--- src/rtl/sar_seq_pkg.sv ---
package sar_seq_pkg;

    localparam int FRAME_BITS = 16;
    localparam int BIT_W      = $clog2(FRAME_BITS);
    localparam logic [FRAME_BITS-1:0] READ_CMD = 16'h0D00;

    typedef enum logic [2:0] {
        ST_IDLE,
        ST_SEL,
        ST_CONV,
        ST_RISE,
        ST_READ
    } seq_state_t;

    typedef enum logic [1:0] {
        PH_SETUP,
        PH_LOW,
        PH_HIGH,
        PH_END
    } spi_phase_t;

    typedef struct packed {
        logic [FRAME_BITS-1:0] data;
        logic                  chan;
        logic                  timed_out;
    } seq_result_t;

    // A select frame is needed when nothing was programmed yet or the input changes.
    function automatic logic need_select(input logic valid, input logic last, input logic req);
        return (!valid) || (last != req);
    endfunction

endpackage

--- src/rtl/sar_spi_frame.sv ---
module sar_spi_frame
    import sar_seq_pkg::*;
#(
    parameter int SCLK_HALF = 2
) (
    input  logic                  clk,
    input  logic                  rst,
    input  logic                  go_i,
    input  logic [FRAME_BITS-1:0] word_i,
    output logic                  busy_o,
    output logic                  done_o,
    output logic [FRAME_BITS-1:0] rx_o,
    output logic                  sclk_o,
    output logic                  cs_n_o,
    output logic                  mosi_o,
    input  logic                  miso_i
);

    localparam int HC_W = (SCLK_HALF > 1) ? $clog2(SCLK_HALF) : 1;
    localparam logic [HC_W-1:0]  HC_LAST  = HC_W'(SCLK_HALF - 1);
    localparam logic [BIT_W-1:0] BIT_LAST = BIT_W'(FRAME_BITS - 1);

    spi_phase_t            phase;
    logic                  active;
    logic [HC_W-1:0]       hcnt;
    logic [BIT_W-1:0]      bcnt;
    logic [FRAME_BITS-1:0] tx_sh;
    logic [FRAME_BITS-1:0] rx_sh;

    always_ff @(posedge clk) begin
        if (rst) begin
            phase  <= PH_SETUP;
            active <= 1'b0;
            hcnt   <= '0;
            bcnt   <= '0;
            tx_sh  <= '0;
            rx_sh  <= '0;
            sclk_o <= 1'b1;
            cs_n_o <= 1'b1;
            done_o <= 1'b0;
        end else begin
            done_o <= 1'b0;
            if (!active) begin
                if (go_i) begin
                    active <= 1'b1;
                    cs_n_o <= 1'b0;
                    tx_sh  <= word_i;
                    phase  <= PH_SETUP;
                    hcnt   <= '0;
                    bcnt   <= '0;
                end
            end else if (hcnt != HC_LAST) begin
                hcnt <= hcnt + 1'b1;
            end else begin
                hcnt <= '0;
                unique case (phase)
                    PH_SETUP, PH_HIGH: begin
                        // falling edge: converter takes mosi, host takes miso
                        sclk_o <= 1'b0;
                        rx_sh  <= {rx_sh[FRAME_BITS-2:0], miso_i};
                        phase  <= PH_LOW;
                    end
                    PH_LOW: begin
                        sclk_o <= 1'b1;
                        if (bcnt == BIT_LAST) begin
                            phase <= PH_END;
                        end else begin
                            tx_sh <= {tx_sh[FRAME_BITS-2:0], 1'b0};
                            bcnt  <= bcnt + 1'b1;
                            phase <= PH_HIGH;
                        end
                    end
                    PH_END: begin
                        cs_n_o <= 1'b1;
                        active <= 1'b0;
                        done_o <= 1'b1;
                    end
                    default: phase <= PH_SETUP;
                endcase
            end
        end
    end

    assign busy_o = active;
    assign rx_o   = rx_sh;
    assign mosi_o = tx_sh[FRAME_BITS-1];

    // serial clock rests high outside a frame
    a_r8_sclk_idle_high: assert property (@(posedge clk) disable iff (rst)
        cs_n_o |-> sclk_o);

    // falling edges happen only inside a frame
    a_r9_fall_in_frame: assert property (@(posedge clk) disable iff (rst)
        $fell(sclk_o) |-> !cs_n_o);

    // outgoing data does not move on a falling edge
    a_r9_mosi_steady_on_fall: assert property (@(posedge clk) disable iff (rst)
        $fell(sclk_o) |-> $stable(mosi_o));

endmodule

--- src/rtl/sar_wait_timer.sv ---
module sar_wait_timer #(
    parameter int LIMIT = 2_000_000
) (
    input  logic clk,
    input  logic rst,
    input  logic run_i,
    output logic expired_o
);

    localparam int CW = $clog2(LIMIT + 1);
    localparam logic [CW-1:0] LAST = CW'(LIMIT - 1);

    logic [CW-1:0] cnt;

    always_ff @(posedge clk) begin
        if (rst || !run_i) begin
            cnt <= '0;
        end else if (cnt != LAST) begin
            cnt <= cnt + 1'b1;
        end
    end

    assign expired_o = run_i && (cnt == LAST);

endmodule

--- src/rtl/sar_readout_seq.sv ---
module sar_readout_seq
    import sar_seq_pkg::*;
#(
    parameter int          SCLK_HALF   = 2,
    parameter int          TIMEOUT_CYC = 2_000_000,
    parameter logic [15:0] SEL_CMD_CH0 = 16'h2000,
    parameter logic [15:0] SEL_CMD_CH1 = 16'h2400
) (
    input  logic        clk,
    input  logic        rst,
    input  logic        start_i,
    input  logic        chan_i,
    output logic        busy_o,
    output logic        done_o,
    output logic [15:0] result_o,
    output logic        result_chan_o,
    output logic        timeout_o,
    output logic        spi_sclk_o,
    output logic        spi_cs_n_o,
    output logic        spi_mosi_o,
    input  logic        spi_miso_i,
    output logic        convst_n_o,
    input  logic        eoc_n_i
);

    seq_state_t            state;
    seq_result_t           res_q;
    logic                  req_ch;
    logic                  last_ch;
    logic                  last_valid;
    logic                  eoc_meta;
    logic                  eoc_sync;
    logic                  spi_go;
    logic [FRAME_BITS-1:0] spi_word;
    logic                  spi_busy;
    logic                  spi_done;
    logic [FRAME_BITS-1:0] spi_rx;
    logic                  tmr_exp;
    logic [FRAME_BITS-1:0] sel_word;

    always_comb sel_word = chan_i ? SEL_CMD_CH1 : SEL_CMD_CH0;

    // end-of-conversion comes from another device: two-flop synchroniser
    always_ff @(posedge clk) begin
        if (rst) begin
            eoc_meta <= 1'b1;
            eoc_sync <= 1'b1;
        end else begin
            eoc_meta <= eoc_n_i;
            eoc_sync <= eoc_meta;
        end
    end

    always_ff @(posedge clk) begin
        if (rst) begin
            state      <= ST_IDLE;
            req_ch     <= 1'b0;
            last_ch    <= 1'b0;
            last_valid <= 1'b0;
            convst_n_o <= 1'b1;
            spi_go     <= 1'b0;
            spi_word   <= '0;
            done_o     <= 1'b0;
            res_q      <= '0;
        end else begin
            spi_go <= 1'b0;
            done_o <= 1'b0;
            unique case (state)
                ST_IDLE: begin
                    if (start_i) begin
                        req_ch <= chan_i;
                        if (need_select(last_valid, last_ch, chan_i)) begin
                            spi_go     <= 1'b1;
                            spi_word   <= sel_word;
                            last_ch    <= chan_i;
                            last_valid <= 1'b1;
                            state      <= ST_SEL;
                        end else begin
                            convst_n_o <= 1'b0;
                            state      <= ST_CONV;
                        end
                    end
                end
                ST_SEL: begin
                    if (spi_done) begin
                        convst_n_o <= 1'b0;
                        state      <= ST_CONV;
                    end
                end
                ST_CONV: begin
                    if (!eoc_sync) begin
                        convst_n_o <= 1'b1;
                        state      <= ST_RISE;
                    end else if (tmr_exp) begin
                        convst_n_o <= 1'b1;
                        done_o     <= 1'b1;
                        res_q      <= '{data: '0, chan: req_ch, timed_out: 1'b1};
                        state      <= ST_IDLE;
                    end
                end
                ST_RISE: begin
                    spi_go   <= 1'b1;
                    spi_word <= READ_CMD;
                    state    <= ST_READ;
                end
                ST_READ: begin
                    if (spi_done) begin
                        done_o <= 1'b1;
                        res_q  <= '{data: spi_rx, chan: req_ch, timed_out: 1'b0};
                        state  <= ST_IDLE;
                    end
                end
                default: state <= ST_IDLE;
            endcase
        end
    end

    sar_spi_frame #(.SCLK_HALF(SCLK_HALF)) u_frame (
        .clk    (clk),
        .rst    (rst),
        .go_i   (spi_go),
        .word_i (spi_word),
        .busy_o (spi_busy),
        .done_o (spi_done),
        .rx_o   (spi_rx),
        .sclk_o (spi_sclk_o),
        .cs_n_o (spi_cs_n_o),
        .mosi_o (spi_mosi_o),
        .miso_i (spi_miso_i)
    );

    sar_wait_timer #(.LIMIT(TIMEOUT_CYC)) u_timer (
        .clk       (clk),
        .rst       (rst),
        .run_i     (state == ST_CONV),
        .expired_o (tmr_exp)
    );

    assign busy_o        = (state != ST_IDLE);
    assign result_o      = res_q.data;
    assign result_chan_o = res_q.chan;
    assign timeout_o     = res_q.timed_out;

    // a request made while busy leaves the captured channel alone
    a_r2_busy_ignores_start: assert property (@(posedge clk) disable iff (rst)
        (busy_o && start_i) |=> $stable(req_ch));

    // no SPI frame overlaps a low conversion-start
    a_r5_no_frame_in_conv: assert property (@(posedge clk) disable iff (rst)
        !spi_cs_n_o |-> convst_n_o);

    // the read frame is only launched while the frame engine is free
    a_r5_go_when_free: assert property (@(posedge clk) disable iff (rst)
        spi_go |-> !spi_busy);

    // timer expiry releases conversion-start and reports a timeout
    a_r7_timeout_report: assert property (@(posedge clk) disable iff (rst)
        (tmr_exp && eoc_sync) |=> (convst_n_o && done_o && timeout_o));

    // done lasts one cycle
    a_r10_done_single: assert property (@(posedge clk) disable iff (rst)
        done_o |=> !done_o);

endmodule

--- config.mk ---
export PLATFORM = sky130hd
export DESIGN_NAME = sar_readout_seq
export DESIGN_NICKNAME = d
export VERILOG_FILES = /design/src/rtl/sar_seq_pkg.sv /design/src/rtl/sar_spi_frame.sv /design/src/rtl/sar_wait_timer.sv /design/src/rtl/sar_readout_seq.sv
export SDC_FILE = /design/constraint.sdc
export NUM_CORES = 1
export LEC_CHECK = 0
export ABC_CLOCK_PERIOD_IN_PS = 2800
export BUFFER_PORTS_ARGS = -buffer_cell sky130_fd_sc_hd__buf_2
export CAP_MARGIN = 10
export CELL_PAD_IN_SITES_DETAIL_PLACEMENT = 0
export CELL_PAD_IN_SITES_GLOBAL_PLACEMENT = 1
export CORE_MARGIN = 5
export CORE_UTILIZATION = 47
export CTS_CLUSTER_DIAMETER = 80
export DETAILED_ROUTE_END_ITERATION = 10
export GPL_ROUTABILITY_DRIVEN = 1
export PLACE_DENSITY = 0.87
export SLEW_MARGIN = 20
export SYNTH_ARGS = -nofsm -noshare
export SYNTH_HDL_FRONTEND = slang
export SYNTH_HIERARCHICAL = 1
export SYNTH_SLANG_ARGS = --single-unit
--- constraint.sdc ---
create_clock -name clk -period 2.8 [get_ports clk]
set_clock_uncertainty 0.15 [all_clocks]
set_input_delay 0.56 -clock clk [delete_from_list [all_inputs] [get_ports clk]]
set_output_delay 0.56 -clock clk [all_outputs]
set_load 0.05 [all_outputs]
---- Word-level counts from Yosys, hierarchy flattened ----
Cells that the tools add are included.
storage, ports and cells
  register bits ........................... 109
  input bits .............................. 6
  logic and storage cells ................. 133
  output and inout bits ................... 24
operators by class
  add/sub/neg operators ................... 3
  equal/unequal tests ..................... 24
  reduce and logical (&&, ||, !) cells .... 26
  bitwise operators ....................... 2
  muxes and demuxes ....................... 55
operator list
  cell                                            count
  two-way mux 16 bit                              7
  two-way mux 18 bit                              3
  case mux 18 bit (2 select lines)                1
  case mux 16 bit (2 select lines)                1
  two-way mux 1 bit                               22
  adder 21 x 1 -> 21 bit (second input constant)  1
  == test 21 bit (second input constant)          1
  inequality test 21 bit (second input constant)  1
  two-way mux 4 bit                               5
  inequality test 2 bit (second input constant)   9
  AND reduction 3 bit                             6
  two-way mux 3 bit                               5
  case mux 3 bit (5 select lines)                 1
  AND reduction 4 bit                             3
  two-way mux 11 bit                              1
  two-way mux 2 bit                               4
  nonzero test 2 bit                              4
  == test 3 x 2 -> 1 bit (second input constant)  2
  inequality test 3 bit (second input constant)   2
  case mux 1 bit (2 select lines)                 3
  nonzero test 3 bit                              2
  AND reduction 5 bit                             1
  adder 4 x 1 -> 4 bit (second input constant)    1
  == test 2 bit (second input constant)           2
  18 further kinds                                22

---- Longest topological paths before layout ----
  depth in word-level cells ............... 5
  mapped depth ............................ 10
  gate-level depth less buffers ........... 8

---- Hierarchy ----
The synthesis kept the hierarchy.
modules (own cells, without submodules)
  module           sequential area each (µm²)  area an instance (µm²)  cells an instance  times used
  sar_spi_frame    860.8                       1916.8                  217                1
  sar_readout_seq  640.6                       1270.0                  115                1
  sar_wait_timer   420.4                       1053.5                  122                1

---- Worst setup path after synthesis ----
OpenSTA, ideal clock, no wires.
  kind .................................... register -> register
  from .................................... reg u_timer.cnt[0]
  to ...................................... reg res_q (netlist bit result_o[0])
  period minus slack after synthesis ...... 2.303 ns
  stages on the path, launching flop included .. 11
  path buffers ............................ 2
  data arrival time ....................... 2.036 ns
  library setup time ...................... 0.117 ns
  required time ........................... 2.533 ns
  path slack .............................. 0.497 ns
  path through ............................ dfxtp_1 -> ha_1 -> and4_2 -> and2_2 -> nand2_1 -> nor2_1 -> nand4b_1 -> a21o_1 -> buf_6 -> buf_6 -> a32o_1
on the way
  longest elaborated chain between the ends .. 4
ends and longest elaborated chain
  element                                 line                    RTL
  start: declaration                      sar_wait_timer.sv:13    logic [CW-1:0] cnt;
  start signal: assignment                sar_wait_timer.sv:19    cnt <= cnt + 1'b1;
  == test 21 bit                          sar_wait_timer.sv:23    assign expired_o = run_i && (cnt == LAST);
  logical AND 1 bit                       sar_wait_timer.sv:23
  net tmr_exp                             sar_readout_seq.sv:38   logic tmr_exp;
  inequality test 2 bit (no source line)  --
  AND reduction 4 bit (no source line)    --
  end signal: assignment                  sar_readout_seq.sv:97   res_q <= '{data: '0, chan: req_ch, timed_out: 1'b1};
  end signal: assignment                  sar_readout_seq.sv:109  res_q <= '{data: spi_rx, chan: req_ch, timed_out: 1'b0};
  end: declaration                        sar_readout_seq.sv:27   seq_result_t res_q;
The timed path passes the listed nets, and every way through them passes these cells.
A chain may end at the register's enable or synchronous reset.

---- Worst setup path in the final report ----
  from .................................... reg u_timer.cnt[0]
  to ...................................... reg res_q (netlist bit result_o[2])
The elaborated chain is that of the path after synthesis.

==> flow_summary.json <==
{
  "core_mm2": 0.00876,
  "reg2reg_slack_ns": 0.25,
  "yosys-top-cells-area": "dfxtp_1, nand2_1, a21oi_1, mux2i_1, mux2_2",
  "yosysTopAreaCell": "dfxtp_1",
  "worstReg2RegEnd": "result_o[2]",
  "synth_cell_type_count": 70,
  "vdd_drop_max_uv": 324,
  "clockPowerShare": 0.293,
  "path_delay_family": "simple AND/OR/NAND/NOR gates",
  "slew_viol_final": 0,
  "clock_tree.root_cell": "clkbuf_8",
  "crit_chain": "ha_1, and4_2, and2_2, nand2_1, nor2_1, nand4b_1, a21o_2, a32o_1",
  "areaGrowthSynthToFinish_pct": 9.03,
  "dieArea_mm2": 0.0110,
  "gr-usage-all-layers": 0.155,
  "top_layer": "met4",
  "io-pin-count": 30,
  "dp_cells": 580,
  "combPwrFrac": 0.183,
  "post-route-min-period_ns": 2.55,
  "drtPass1Iterations": 4,
  "power_frac_seq": 0.524,
  "dr_wl_met2_um": 4210,
  "reg2reg_depth": 8,
  "synth-seq-cells": 96,
  "max_stage_delay_ns": 0.40,
  "wl_per_cell_um": 14.4,
  "gp_congestion": 0.781,
  "antenna_left": 0,
  "synth_most_common_cell": "dfxtp_1",
  "diodes": 0,
  "netlist_area_mm2": 0.00424,
  "grt_pass1_wl_um": 14600,
  "hold_end": "eoc_meta",
  "hold_violations": 0,
  "path_buf_inv": 0,
  "fin_setup_tns_ns": 0,
  "relSlewSlack": 0.539,
  "path_class": "reg -> reg",
  "routed-wl-met3_um": 314,
  "cp-start-kind": "flip-flop",
  "io_buffers": 29,
  "rows": 34,
  "die_h_um": 105,
  "finalSetupViolCount": 0,
  "synth_cells": 454,
  "post-route-period-util": 0.909,
  "layout-drive-gt1-share": 0.176,
  "cts_setup_buffers": 0,
  "antenna_found_initial": 0,
  "ys_seq_area_frac": 0.453,
  "min_from": "eoc_n_i",
  "worst_pin_slew_ns": 0.690,
  "required_ns": 2.90,
  "cts_tree": "built",
  "die_w_um": 105,
  "start_util": 0.484,
  "grt_max_degree": 37,
  "initialDrtViolationCount": 112,
  "drc_errors": 0,
  "leakagePower_nw": 1.76,
  "hold_depth": 2,
  "clk_latency_ns": 0.36,
  "cts_max_path_buffers": 2,
  "clkTransAtPathRegs_ns": 0.10,
  "cap_violations": 0,
  "htree_num_levels": 3,
  "wl_met1_um": 4050,
  "first_global_vias": 3242,
  "min_path_type": "in -> reg",
  "overflow": 0,
  "nFillCells": 847,
  "synth_top_area_share": 0.453,
  "final_util": 0.528,
  "vias": 3361,
  "fmax_mhz": 393,
  "final_cells": 596,
  "critPathCaptureType": "flip-flop",
  "ys_warn_count": 6,
  "routed_wl_um": 8590,
  "synth_edf_count": 0,
  "synthArstFlopShare": 0,
  "dpl.hpwl_um": 5720,
  "cts_buffers": 9,
  "synthTopCellsByCount": "dfxtp_1, nand2_1, a21oi_1",
  "numClockSinks": 96,
  "synth_ff_type": "dfxtp_1",
  "rr_startpoint": "u_timer/cnt[0]",
  "path_max_fanout": 18,
  "cp.arrival_ns": 2.64,
  "viasPerCell": 5.64,
  "outcome": "finished, final reports clean",
  "grt_setup_unrepaired": "no",
  "power_switching_share": 0.321,
  "p_sw_uw": 958,
  "nNetsFinal": 491,
  "cts_hold_buffers": 0,
  "slowest_stage": "dfxtp_1",
  "powerDensity_mw_per_mm2": 647,
  "p_int_mw": 2.03,
  "postSynthAreaPerCell_um2": 9.34
}
[kinds of logic (layout without fill, tap and decap cells)]
family	after synthesis	in the layout	synth area share
AND/OR/NAND/NOR	177	177	0.228
buffers and inverters	36	59	0.0513
multiplexers	32	32	0.0800
XOR/XNOR	8	8	0.0165
flip-flops	96	96	0.453
AO/OA/AOI/OAI	102	102	0.164
other	1	12	0.000884
adder cells (fa/ha/maj)	2	2	0.00590
[metal layers]
metal	track usage	up-vias
met1	0.191	1619
met3	0.0456	2
met2	0.270	45
met4	0.0292	0
met5	0	-
li1	-	1695
[cell usage in the layout, fill, tap and decap left out, types with 4 or more instances in the layout]
cell type  count
dfxtp_1       96
nand2_1       83
a21oi_1       36
buf_2         29
mux2i_1       17
nor2_1        16
a32o_1        16
mux2_2        15
o21ai_0       14
conb_1        12
clkbuf_8       9
nor3_1         8
a31oi_1        8
nand3_1        8
inv_1          7
buf_4          6
nand3b_1       5
o31ai_1        5
nand2b_1       5
or3_1          5
nand4_1        5
and4_1         4
xor2_1         4
xnor2_1        4
nor2b_1        4
[what timing repair did]
item,4_1_cts,5_1_grt
setup endpoints to repair,0,8
endpoints found under the hold margin,0,0
gates resized for setup,0,2
[worst register-to-register path, stage by stage, from the launching register on]
cell      delay [ns]
dfxtp_1         0.40
ha_1            0.27
and4_2          0.32
and2_2          0.20
nand2_1         0.13
nor2_1          0.18
nand4b_1        0.11
a21o_2          0.36
a32o_1          0.31
[power groups by stage]
stage / registers, mW / clock network, mW / logic, mW
floorplan: 1.55 / 0 / 0.523
global placement: 1.59 / 0 / 0.534
detailed placement: 1.60 / 0 / 0.544
CTS: 1.57 / 0.915 / 0.548
global route: 1.59 / 0.972 / 0.603
finish: 1.57 / 0.876 / 0.546
[registers in the layout, indices dropped and copies added, names as in the netlist, 2 cells and up]
register,flops
u_frame/bcnt,4
u_frame/tx_sh,16
u_frame/rx_o,16
u_timer/cnt,21
spi_word,3
state,3
result_o,16
u_frame/phase,2
[layout make-up]
| class | instances | area [um^2] | area share |
|---|---|---|---|
| timing repair buffer | 35 | 190 | 0.0411 |
| clock inverter | 7 | 72.6 | 0.0157 |
| tap | 108 | 135 | 0.0292 |
| sequential | 96 | 1920 | 0.416 |
| clock buffer | 9 | 124 | 0.0268 |
| inverter | 8 | 30.0 | 0.00650 |
| multi-input combinational | 333 | 2150 | 0.465 |
[worst max path at each step]
stage / startpoint / to / slack [ns] / cells past startpoint
6_report: u_timer/cnt[0] / result_o[2] / 0.25 / 8
5_1_grt: u_timer/cnt[0] / result_o[15] / 0.10 / 8
4_1_cts: u_timer/cnt[0] / result_o[15] / 0.18 / 8
3_5_place_dp: u_timer/cnt[0] / result_o[15] / 0.22 / 8
3_3_place_gp: u_timer/cnt[0] / result_o[14] / 0.30 / 8
2_1_floorplan: u_timer/cnt[0] / result_o[0] / 0.50 / 10
[stage by stage]
step	power [mW]	hold WS [ns]	instance area [um^2]	worst slack, ns
after floorplan	2.08	0.239	4280	0.497
after global placement	2.13	0.243	4420	0.295
after detailed placement	2.14	0.253	4420	0.216
after CTS	3.03	0.237	4620	0.183
after global routing	3.16	0.233	4620	0.102
final	2.99	0.240	4620	0.254
Power figures use the tool's default switching activity.
